[config.mk]
export PLATFORM = sky130hd
export DESIGN_NAME = lsr_status_reg
export DESIGN_NICKNAME = d
export VERILOG_FILES = /design/src/rtl/lsr_pkg.sv /design/src/rtl/lsr_frame_len.sv /design/src/rtl/lsr_break_timer.sv /design/src/rtl/lsr_sticky_bank.sv /design/src/rtl/lsr_status_reg.sv
export SDC_FILE = /design/constraint.sdc
export NUM_CORES = 1
export LEC_CHECK = 0
export CAP_MARGIN = 20
export CORE_AREA = 2 2 39 41
export CTS_BUF_LIST = sky130_fd_sc_hd__clkbuf_2 sky130_fd_sc_hd__clkbuf_4 sky130_fd_sc_hd__clkbuf_8
export DETAILED_ROUTE_END_ITERATION = 16
export DIE_AREA = 0 0 41 43
export DONT_BUFFER_PORTS = 1
export MAX_ROUTING_LAYER = met4
export PLACE_DENSITY_LB_ADDON = 0.12
export SYNTH_ARGS = -nofsm -noshare
export SYNTH_HDL_FRONTEND = slang
export SYNTH_SLANG_ARGS = --single-unit
[constraint.sdc]
create_clock -name clk -period 3.66 [get_ports clk]
set_clock_uncertainty 0.1 [all_clocks]
set_input_delay 0.183 -clock clk [delete_from_list [all_inputs] [get_ports clk]]
set_output_delay 0.183 -clock clk [all_outputs]
set_load 0.01 [all_outputs]
[src/rtl/lsr_pkg.sv]
package lsr_pkg;
  // Bit positions inside the status word; software decodes them.
  localparam int BIT_DR   = 0;
  localparam int BIT_OE   = 1;
  localparam int BIT_PE   = 2;
  localparam int BIT_FE   = 3;
  localparam int BIT_BI   = 4;
  localparam int BIT_THRE = 5;
  localparam int BIT_TEMT = 6;
  localparam int BIT_FERR = 7;
  localparam int WORD_W   = 8;

  // Sticky flag bank slots.
  localparam int STICKY_N = 4;
  localparam int STK_OE = 0;
  localparam int STK_PE = 1;
  localparam int STK_FE = 2;
  localparam int STK_BI = 3;

  // Frame shape used to derive the break threshold.
  localparam int BASE_DATA_BITS = 5;
  localparam int LEN_CODE_W     = 2;

  typedef struct packed {
    logic [LEN_CODE_W-1:0] len_code;
    logic                  parity_on;
    logic                  two_stop;
  } frame_cfg_t;
endpackage

[src/rtl/lsr_frame_len.sv]
module lsr_frame_len
  import lsr_pkg::*;
#(
  parameter int CNT_W = 4
) (
  input  frame_cfg_t       cfg_i,
  output logic [CNT_W-1:0] frame_bits_o
);
  // start + data + optional parity + one or two stop bits
  localparam logic [CNT_W-1:0] FIXED_BITS = CNT_W'(1 + BASE_DATA_BITS + 1);

  always_comb begin
    frame_bits_o = FIXED_BITS
                 + CNT_W'(cfg_i.len_code)
                 + CNT_W'(cfg_i.parity_on)
                 + CNT_W'(cfg_i.two_stop);
  end
endmodule

[src/rtl/lsr_break_timer.sv]
module lsr_break_timer #(
  parameter int CNT_W = 4
) (
  input  logic             clk,
  input  logic             rst_n,
  input  logic             tick_i,
  input  logic             line_i,
  input  logic [CNT_W-1:0] thresh_i,
  output logic             brk_evt_o
);
  localparam logic [CNT_W-1:0] CNT_MAX = {CNT_W{1'b1}};

  logic [CNT_W-1:0] low_cnt_q;
  logic             armed_q;
  logic             low_tick;

  assign low_tick = tick_i & ~line_i;
  // Fires on the sample that makes the low run exceed the frame length.
  assign brk_evt_o = low_tick & armed_q & (low_cnt_q >= thresh_i);

  always_ff @(posedge clk) begin
    if (!rst_n) begin
      low_cnt_q <= '0;
      armed_q   <= 1'b1;
    end else if (tick_i) begin
      if (line_i) begin
        low_cnt_q <= '0;
        armed_q   <= 1'b1;
      end else begin
        if (low_cnt_q != CNT_MAX) low_cnt_q <= low_cnt_q + 1'b1;
        if (brk_evt_o) armed_q <= 1'b0;
      end
    end
  end
endmodule

[src/rtl/lsr_sticky_bank.sv]
module lsr_sticky_bank #(
  parameter int N = 4
) (
  input  logic         clk,
  input  logic         rst_n,
  input  logic [N-1:0] set_i,
  input  logic         clr_i,
  output logic [N-1:0] flag_o
);
  for (genvar g = 0; g < N; g++) begin : g_flag
    logic q;
    // A set arriving with the clear wins, so the event is not lost.
    always_ff @(posedge clk) begin
      if (!rst_n) q <= 1'b0;
      else        q <= (q & ~clr_i) | set_i[g];
    end
    assign flag_o[g] = q;
  end
endmodule

[src/rtl/lsr_status_reg.sv]
module lsr_status_reg
  import lsr_pkg::*;
#(
  parameter int CNT_W = 4
) (
  input  logic       clk,
  input  logic       rst_n,
  input  logic       rd_stb_i,
  input  logic       rx_avail_i,
  input  logic       overrun_stb_i,
  input  logic       par_err_stb_i,
  input  logic       frm_err_stb_i,
  input  logic       bit_tick_i,
  input  logic       rx_line_i,
  input  logic [1:0] len_code_i,
  input  logic       parity_on_i,
  input  logic       two_stop_i,
  input  logic       thr_full_i,
  input  logic       tsr_busy_i,
  input  logic       fifo_mode_i,
  input  logic       fifo_err_i,
  output logic [7:0] status_o
);
  frame_cfg_t         cfg;
  logic [CNT_W-1:0]   frame_bits;
  logic               brk_evt;
  logic [STICKY_N-1:0] set_vec;
  logic [STICKY_N-1:0] sticky;

  assign cfg = '{len_code: len_code_i, parity_on: parity_on_i, two_stop: two_stop_i};

  lsr_frame_len #(.CNT_W(CNT_W)) u_len (
    .cfg_i        (cfg),
    .frame_bits_o (frame_bits)
  );

  lsr_break_timer #(.CNT_W(CNT_W)) u_brk (
    .clk       (clk),
    .rst_n     (rst_n),
    .tick_i    (bit_tick_i),
    .line_i    (rx_line_i),
    .thresh_i  (frame_bits),
    .brk_evt_o (brk_evt)
  );

  always_comb begin
    set_vec         = '0;
    set_vec[STK_OE] = overrun_stb_i;
    set_vec[STK_PE] = par_err_stb_i;
    set_vec[STK_FE] = frm_err_stb_i;
    set_vec[STK_BI] = brk_evt;
  end

  lsr_sticky_bank #(.N(STICKY_N)) u_stk (
    .clk    (clk),
    .rst_n  (rst_n),
    .set_i  (set_vec),
    .clr_i  (rd_stb_i),
    .flag_o (sticky)
  );

  always_comb begin
    status_o           = '0;
    status_o[BIT_DR]   = rst_n & rx_avail_i;
    status_o[BIT_OE]   = sticky[STK_OE];
    status_o[BIT_PE]   = sticky[STK_PE];
    status_o[BIT_FE]   = sticky[STK_FE];
    status_o[BIT_BI]   = sticky[STK_BI];
    status_o[BIT_THRE] = ~thr_full_i;
    status_o[BIT_TEMT] = ~thr_full_i & ~tsr_busy_i;
    status_o[BIT_FERR] = rst_n & fifo_mode_i & fifo_err_i;
  end
endmodule

==> key figures, run 1 <==
Job
  – Max-cap violations: 0

Setup path
  – Worst setup SP type: input port
  – Worst-path fanout max: 2
  – Max stage delay cell, worst path: fa_1
  – CP required: between 3 and 4 ns
  – CP Cell Sequence: inv_1, ha_1, inv_1, ha_1, inv_1, fa_1, xnor2_1, ha_1, o211ai_1, a21oi_1, o211ai_1
  – R2r setup slk: approximately 2.0 ns
  – Critical path arrival: 1.96 ns
  – Critical Path Sink Type: flip-flop
  – Slowest cell delay on critical path: roughly 0.40 ns
  – Critical path class: in -> reg

CTS
  – H-Tree Level Count: 1
  – CTS root buf: clkbuf_4
  – TritonCTS clock tree: yes
  – Clock Path Buffers: 2
  – Worst skew pair latency: 0.26 ns
  – Clk slew on worst S/H paths: ~0.06 ns
  – CTS Buf Count: 3
  – Clk sinks: 9

Drt
  – Drt pass-1 iters: 2
  – Initial DRC Count: 4
  – Final wirelength: about 1.1 mm
  – DR WL/cell: 12.33 um
  – Residual DRC: 0
  – Routed via count: 491
  – Post-DRT Antenna Nets: 0
  – Via density: 5.337

Synth
  – Yosys Warn Count: 0
  – Syn Nets: 98
  – Mapped Cells: 72
  – Syn Std Cell Area: 631.9 sq um
  – Unique cell type count in the Yosys netlist: 28
  – Yosys reg bits: 9
  – Sequential share of the synthesized area: 0.2851
  – Post-synthesis average cell area: 8.776 sq um

STA
  – WHS: between 0.0006 and 0.0007 ns
  – Final setup fails: 0
  – Final setup TNS: 0 ns
  – Max-slew headroom: 0.7512
  – Actual slew at the worst max-slew pin: around 0.37 ns
  – Slew Viols, Final: 0
  – Hold Fails Final Rpt: 0
  – Final Cycle Share: 0.5289
  – Max Clk Rate: 0.5166 GHz
  – RSZ-0062 raised after global routing: no
  – Post-layout min period: between 1.5 and 2 ns

Place
  – Final Wtd Congestion: 0.7275
  – Number of I/O port buffers: 0
  – Detailed Place HPWL: 864.7 um

Pwr
  – NetSw: 52.14 uW
  – Cell internal pwr: 167.7 uW
  – VDD IR max: 0.1635 mV
  – Power share of the combinational group: 0.147
  – Sequential power share: 0.476
  – Pwr Density: 316.1 nW/um^2
  – Clock Power Share: 0.376
  – LEAKAGE: 0.3454 nW
  – Switch share: 0.2371

Floorplan
  – Area of the core: 1384 sq um
  – Die Area: 1763 sq um
  – # IOs: 25
  – Die width: 41 um
  – Row count: 14
  – Starting density of the core: 0.4566
  – Die height: 43 um

Layout
  – Layout Nets: 103
  – Diode count: 0
  – Most frequent cells in the layout: 9 x nand2_1, 9 x dfxtp_1, 8 x ha_1
  – # fillers: approximately 140
  – Syn-to-layout area delta: 10.10%
  – Share of cells above drive strength 1: 0.06579

Global route
  – Grt ovf: 0
  – Number of global-route vias before repair: 470
  – Met2 Use GR: 0.2406
  – Met1 Use GR: 0.1877
  – Total GRT Usage: 0.1619
  – Initial antenna violation count: 0
  – Met3 Resource Use GR: 0.08377
  – Pin count of the biggest net entering global routing: 11
  – Most used routing layer: met2
  – First-pass GRT wire length: 1.869 mm

Outcome
  – Status: completed

Worst hold path
  – Hold Path Class: in -> reg
## per-stage QoR
step           utilization  cell area [sq um]  total power [mW]  std cells  worst slack, ns
5_1_grt             0.5027              695.7            0.2377         92            1.573
3_3_place_gp        0.4376              605.6            0.1343         82            1.478
6_report            0.5027              695.7            0.2199         92            1.724
2_1_floorplan            -              631.9            0.1355         72            1.575
3_5_place_dp        0.4376              605.6            0.1340         82            1.431
4_1_cts             0.5027              695.7            0.2243         92            1.701
## layout make-up
cell class | instances | area, sq um | area share
multi-input cells | 51 | 382.9 | 0.5504
flip-flops and latches | 9 | 180.2 | 0.2590
repair buffers | 6 | 60.06 | 0.08633
clock buffers | 4 | 30.03 | 0.04317
inverters | 6 | 22.52 | 0.03237
well taps | 16 | 20.02 | 0.02878
## cell usage after synthesis
cell      count  area, sq um
dfxtp_1       9        180.2
nand2_1       9        33.78
ha_1          8        100.1
inv_1         6        22.52
buf_4         4        30.03
o21a_1        4        30.03
a21oi_1       3        15.01
nor2b_1       3        18.77
and3b_1       2        17.52
nand3_1       2        10.01
nand3b_1      2        15.01
nor2_1        2        7.510
o211ai_1      2        15.01
o22ai_1       2        12.51
a211oi_2      1        12.51
a41o_1        1        10.01
and2_1        1        6.260
and3_1        1        6.260
buf_2         1        5.000
buf_6         1        11.26
fa_1          1        20.02
mux2i_1       1        10.01
nand2b_1      1        6.260
nor3_1        1        5.000
nor3b_1       1        7.510
o211a_1       1        10.01
o21ai_1       1        5.000
xnor2_1       1        8.760
## registers in the layout, indices dropped and copies added (netlist names)
signal           flops
u_stk.g_flag.q       4
u_brk.armed_q        1
u_brk.low_cnt_q      4
## worst max-delay path, delay by kind of cell
kind	cells	cell delay, ns
fa+ha+maj	4	1.10
compound gates	3	0.39
buf+inv	3	0.14
xor+xnor	1	0.14
## path summary, 6_finish.rpt
path	startpoint	to	cells after the start
setup / recovery	len_code_i[0]	u_brk.armed_q	11
setup reg to reg	u_brk.low_cnt_q[0]	u_brk.low_cnt_q[3]	4
hold / removal	rx_line_i	u_brk.armed_q	2
hold reg to reg	u_brk.armed_q	u_brk.armed_q	2
## routing by layer
| metal | up-vias | part of all wire |
|---|---|---|
| li1 | 253 | - |
| met1 | 216 | 0.45 |
| met2 | 20 | 0.46 |
| met3 | 2 | 0.083 |
| met4 | 0 | 0.0071 |
| met5 | - | 0 |
## power groups by stage
stage,registers [mW],clock network (mW),logic (mW)
floorplan,0.105,0,0.0306
global placement,0.107,0,0.0275
detailed placement,0.107,0,0.0270
CTS,0.105,0.0863,0.0332
global route,0.105,0.0939,0.0384
finish,0.105,0.0828,0.0323
## repair_timing
item,in CTS,in global routing
buffers inserted,0,0
hold buffers,6,0
gates resized for setup,0,0
endpoints found under the hold margin,9,0
## cells by family after synthesis
| family | synth area share |
|---|---|
| flip-flops | 0.2851 |
| buffers and inverters | 0.1089 |
| AO/OA/AOI/OAI | 0.1742 |
| adder cells (fa/ha/maj) | 0.1901 |
| multiplexers | 0.01584 |
| XOR/XNOR | 0.01386 |
| AND/OR/NAND/NOR | 0.2119 |
No activity file was read; power rests on OpenSTA's default activity.
==> run 2, diff against run 1 <==
--- a/config.mk
+++ b/config.mk
@@ -5,6 +5,7 @@
 export SDC_FILE = /design/constraint.sdc
 export NUM_CORES = 1
 export LEC_CHECK = 0
+export ABC_AREA = 1
 export CAP_MARGIN = 20
 export CORE_AREA = 2 2 39 41
 export CTS_BUF_LIST = sky130_fd_sc_hd__clkbuf_2 sky130_fd_sc_hd__clkbuf_4 sky130_fd_sc_hd__clkbuf_8
==> constraint.sdc (replaced) <==
create_clock -name clk -period 1.8 [get_ports clk]
set_clock_uncertainty 0.1 [all_clocks]
set_input_delay 0.09 -clock clk [delete_from_list [all_inputs] [get_ports clk]]
set_output_delay 0.09 -clock clk [all_outputs]
set_load 0.01 [all_outputs]
==> run 2 against run 1 <==
Effect of this change:
- clock power rose by 100%
- sequential share of layout area fell by 3.2 points
- utilization up 7.0 points
- largest power group unchanged
==> key figures, run 2 <==
Pwr
  – NetSw: ~130 uW
  – LEAKAGE: 0.3903 nW
  – Pwr Density: just over 600 nW/um^2
  – Power share of the combinational group: 0.212
  – Sequential power share: 0.440
  – Clock Power Share: 0.348
  – Cell internal pwr: between 300 and 400 uW
  – VDD IR max: 0.5233 mV
  – Switch share: 0.2579
  – Design Power: 485.2 uW

Layout
  – Commonest non-fill, non-tap cell in the layout: nand2_1
  – Final design utilization: 0.5723
  – Most frequent cells in the layout: 21 x nand2_1, 12 x inv_1, 10 x dlygate4sd3_1
  – Multi-input gate area: 367.9 sq um
  – Share of cells above drive strength 1: 0.1717
  – Diode count: 0
  – Syn-to-layout area delta: 29.98%
  – Reg area: ~180 sq um
  – Largest registers: u_brk.low_cnt_q: 4 flops, u_stk.g_flag.q: 4 flops, u_brk.armed_q: 1 flops
  – # fillers: between 100 and 150
  – Layout Nets: 126

CTS
  – Clock Path Buffers: 2
  – TritonCTS clock tree: yes
  – H-Tree Level Count: 1
  – Clk sinks: 9
  – CTS root buf: clkbuf_4
  – Post-CTS setup repair buffer count: 0
  – Worst skew pair latency: between 0.2 and 0.3 ns
  – CTS Buf Count: 3
  – Clk slew on worst S/H paths: 0.06 ns

Synth
  – Xor/xnor cell area share of the yosys netlist: 0.01437
  – Mapped Cells: 87
  – Unique cell type count in the Yosys netlist: 16
  – Sequential share of the synthesized area: 0.2957
  – Synth Area in Compound Gates: 0.08830
  – Synth area leaders: dfxtp_1 30%, ha_1 16%, nand2_1 13%
  – Mux contribution to synthesized area: 0
  – Yosys Warn Count: 0
  – Post-synth EDFFs: 0
  – Simple-Gate Fraction of Synth Area: 0.2505
  – Yosys reg bits: 9
  – Post-synthesis average cell area: 7.004 sq um
  – Syn Nets: 113
  – Asr flop ratio synth: 0
  – Syn Std Cell Area: approximately 610 sq um
  – Synth cell count leaders: 21 x nand2_1, 16 x inv_1, 9 x dfxtp_1
  – Area leader, netlist: dfxtp_1
  – Main synth FF type: dfxtp_1
  – Yosys top cell area share: 0.2957
  – Count leader, synth: nand2_1
  – Largest family of logic cells by synthesized area: simple AND/OR/NAND/NOR gates
  – Adder-Cell Fraction of Synth Area: 0.1971

Drt
  – Post-DRT Antenna Nets: 0
  – Residual DRC: 0
  – Top layer in use: met4
  – Final wirelength: 1.141 mm
  – Via density: 4.826
  – Drt pass-1 iters: 2
  – Routed via count: about 560
  – Initial DRC Count: 1
  – Wire length on met1: approximately 450 um
  – DR WL/cell: around 9.9 um
  – Metal3 WL: 78 um
  – Wire length on met2: 599 um

Floorplan
  – Area of the core: 1384 sq um
  – Starting density of the core: 0.4403
  – Die Area: 1763 sq um
  – # IOs: 25
  – Die width: 41 um
  – Die height: around 43 um
  – Row count: 14

STA
  – Actual slew at the worst max-slew pin: 0.2356 ns
  – Final Cycle Share: 0.9307
  – Max Clk Rate: 0.5969 GHz
  – Slew Viols, Final: 0
  – RSZ-0062 raised after global routing: no
  – Post-layout min period: between 1.5 and 2 ns
  – Final setup fails: 0
  – Max-slew headroom: 0.8430
  – Hold Fails Final Rpt: 0

Outcome
  – Status: completed

Place
  – Detailed Place HPWL: 838 um
  – Number of I/O port buffers: 0
  – Final Wtd Congestion: 0.7552

Global route
  – Number of global-route vias before repair: 497
  – Pin count of the biggest net entering global routing: 9
  – First-pass GRT wire length: 1.980 mm
  – Grt ovf: 0
  – Total GRT Usage: 0.1713
  – Initial antenna violation count: 0

Setup path
  – Critical path class: in -> reg
  – Critical Path Sink Type: flip-flop
  – FF-to-FF path depth: 5
  – Worst-path fanout max: 2
  – Worst setup SP type: input port
  – CP required: ~1.8 ns
  – Critical path arrival: 1.72 ns

Worst hold path
  – Hold Path Class: in -> reg
  – Worst hold stages: 3

Job
  – Max-cap violations: 0
-- run 2: cell types whose count changed in the layout (fill, tap and decap cells not counted), sizes merged, moves of 3 or more --
cell,previous run,this run
inv,6,17
o21a,4,0
a21oi,3,9
dlygate4sd3,6,10
nor2,2,8
nand3,2,5
nor2b,3,0
nand2,9,22
-- run 2: stage by stage --
step	TNS, ns	cells	setup WS [ns]	hold slack, ns	instance area, sq um
2_1_floorplan	-0.1400	87	-0.07832	0.1074	651.9
3_5_place_dp	-0.3065	101	-0.1567	0.1157	656.9
4_1_cts	0	115	0.1130	0.04321	787.0
6_report	0	115	0.1247	0.04807	792.0
3_3_place_gp	-0.2812	101	-0.1415	0.1081	656.9
5_1_grt	0	115	0.01729	0.05681	792.0
-- run 2: power groups by stage --
stage | logic [mW] | registers, mW | clock network [mW]
CTS | 0.105 | 0.214 | 0.173
floorplan | 0.0764 | 0.214 | 0
global route | 0.122 | 0.215 | 0.187
detailed placement | 0.0856 | 0.218 | 0
finish | 0.103 | 0.214 | 0.169
global placement | 0.0837 | 0.218 | 0
-- run 2: cell type report --
class                           instances  share of cell area
Clock buffer                            4             0.03791
Inverter                               17             0.09953
Multi-Input combinational cell         57              0.4645
Sequential cell                         9              0.2275
Tap cell                               16             0.02528
Timing Repair Buffer                   12              0.1453
-- run 2: kinds of logic (layout without fill, tap and decap cells) --
kind of cell | Yosys count | in the layout
DFF | 9 | 9
xor gates and xnor gates | 1 | 1
buffers and inverters | 21 | 33
AOI/OAI and AO/OA | 10 | 10
adders and majority gates | 9 | 9
and+or+nand+nor | 37 | 37
-- run 2: final timing paths --
| path | from | endpoint | slack (ns) |
|---|---|---|---|
| worst max-delay path | two_stop_i | u_stk.g_flag[3].q | 0.12 |
| worst min-delay path | bit_tick_i | u_stk.g_flag[3].q | 0.05 |
| worst max register to register | u_brk.low_cnt_q[3] | u_stk.g_flag[3].q | 0.48 |
| worst min register to register | u_brk.armed_q | u_brk.armed_q | 0.36 |
-- run 2: critical path, cell delays in order --
cell and delay, ns:
inv_12 0.01, ha_4 0.22, inv_2 0.06, ha_4 0.12, inv_2 0.04, fa_2 0.56, ha_1 0.23, nand2_1 0.07
nand2_1 0.04, nand2_1 0.07, nand3_2 0.06, nand2_1 0.07, a21oi_1 0.06
-- run 2: what timing repair did --
item | 4_1_cts | 5_1_grt
setup endpoints to repair | 0 | 2
hold buffers | 10 | 0
endpoints found under the hold margin | 9 | 0
resized for setup | 0 | 1
-- run 2: routing by layer --
layer  vias up  GRT usage
li1        290          -
met1       250     0.1916
met2        13     0.2563
met3         2    0.08377
met4         0    0.06000
met5         -          -
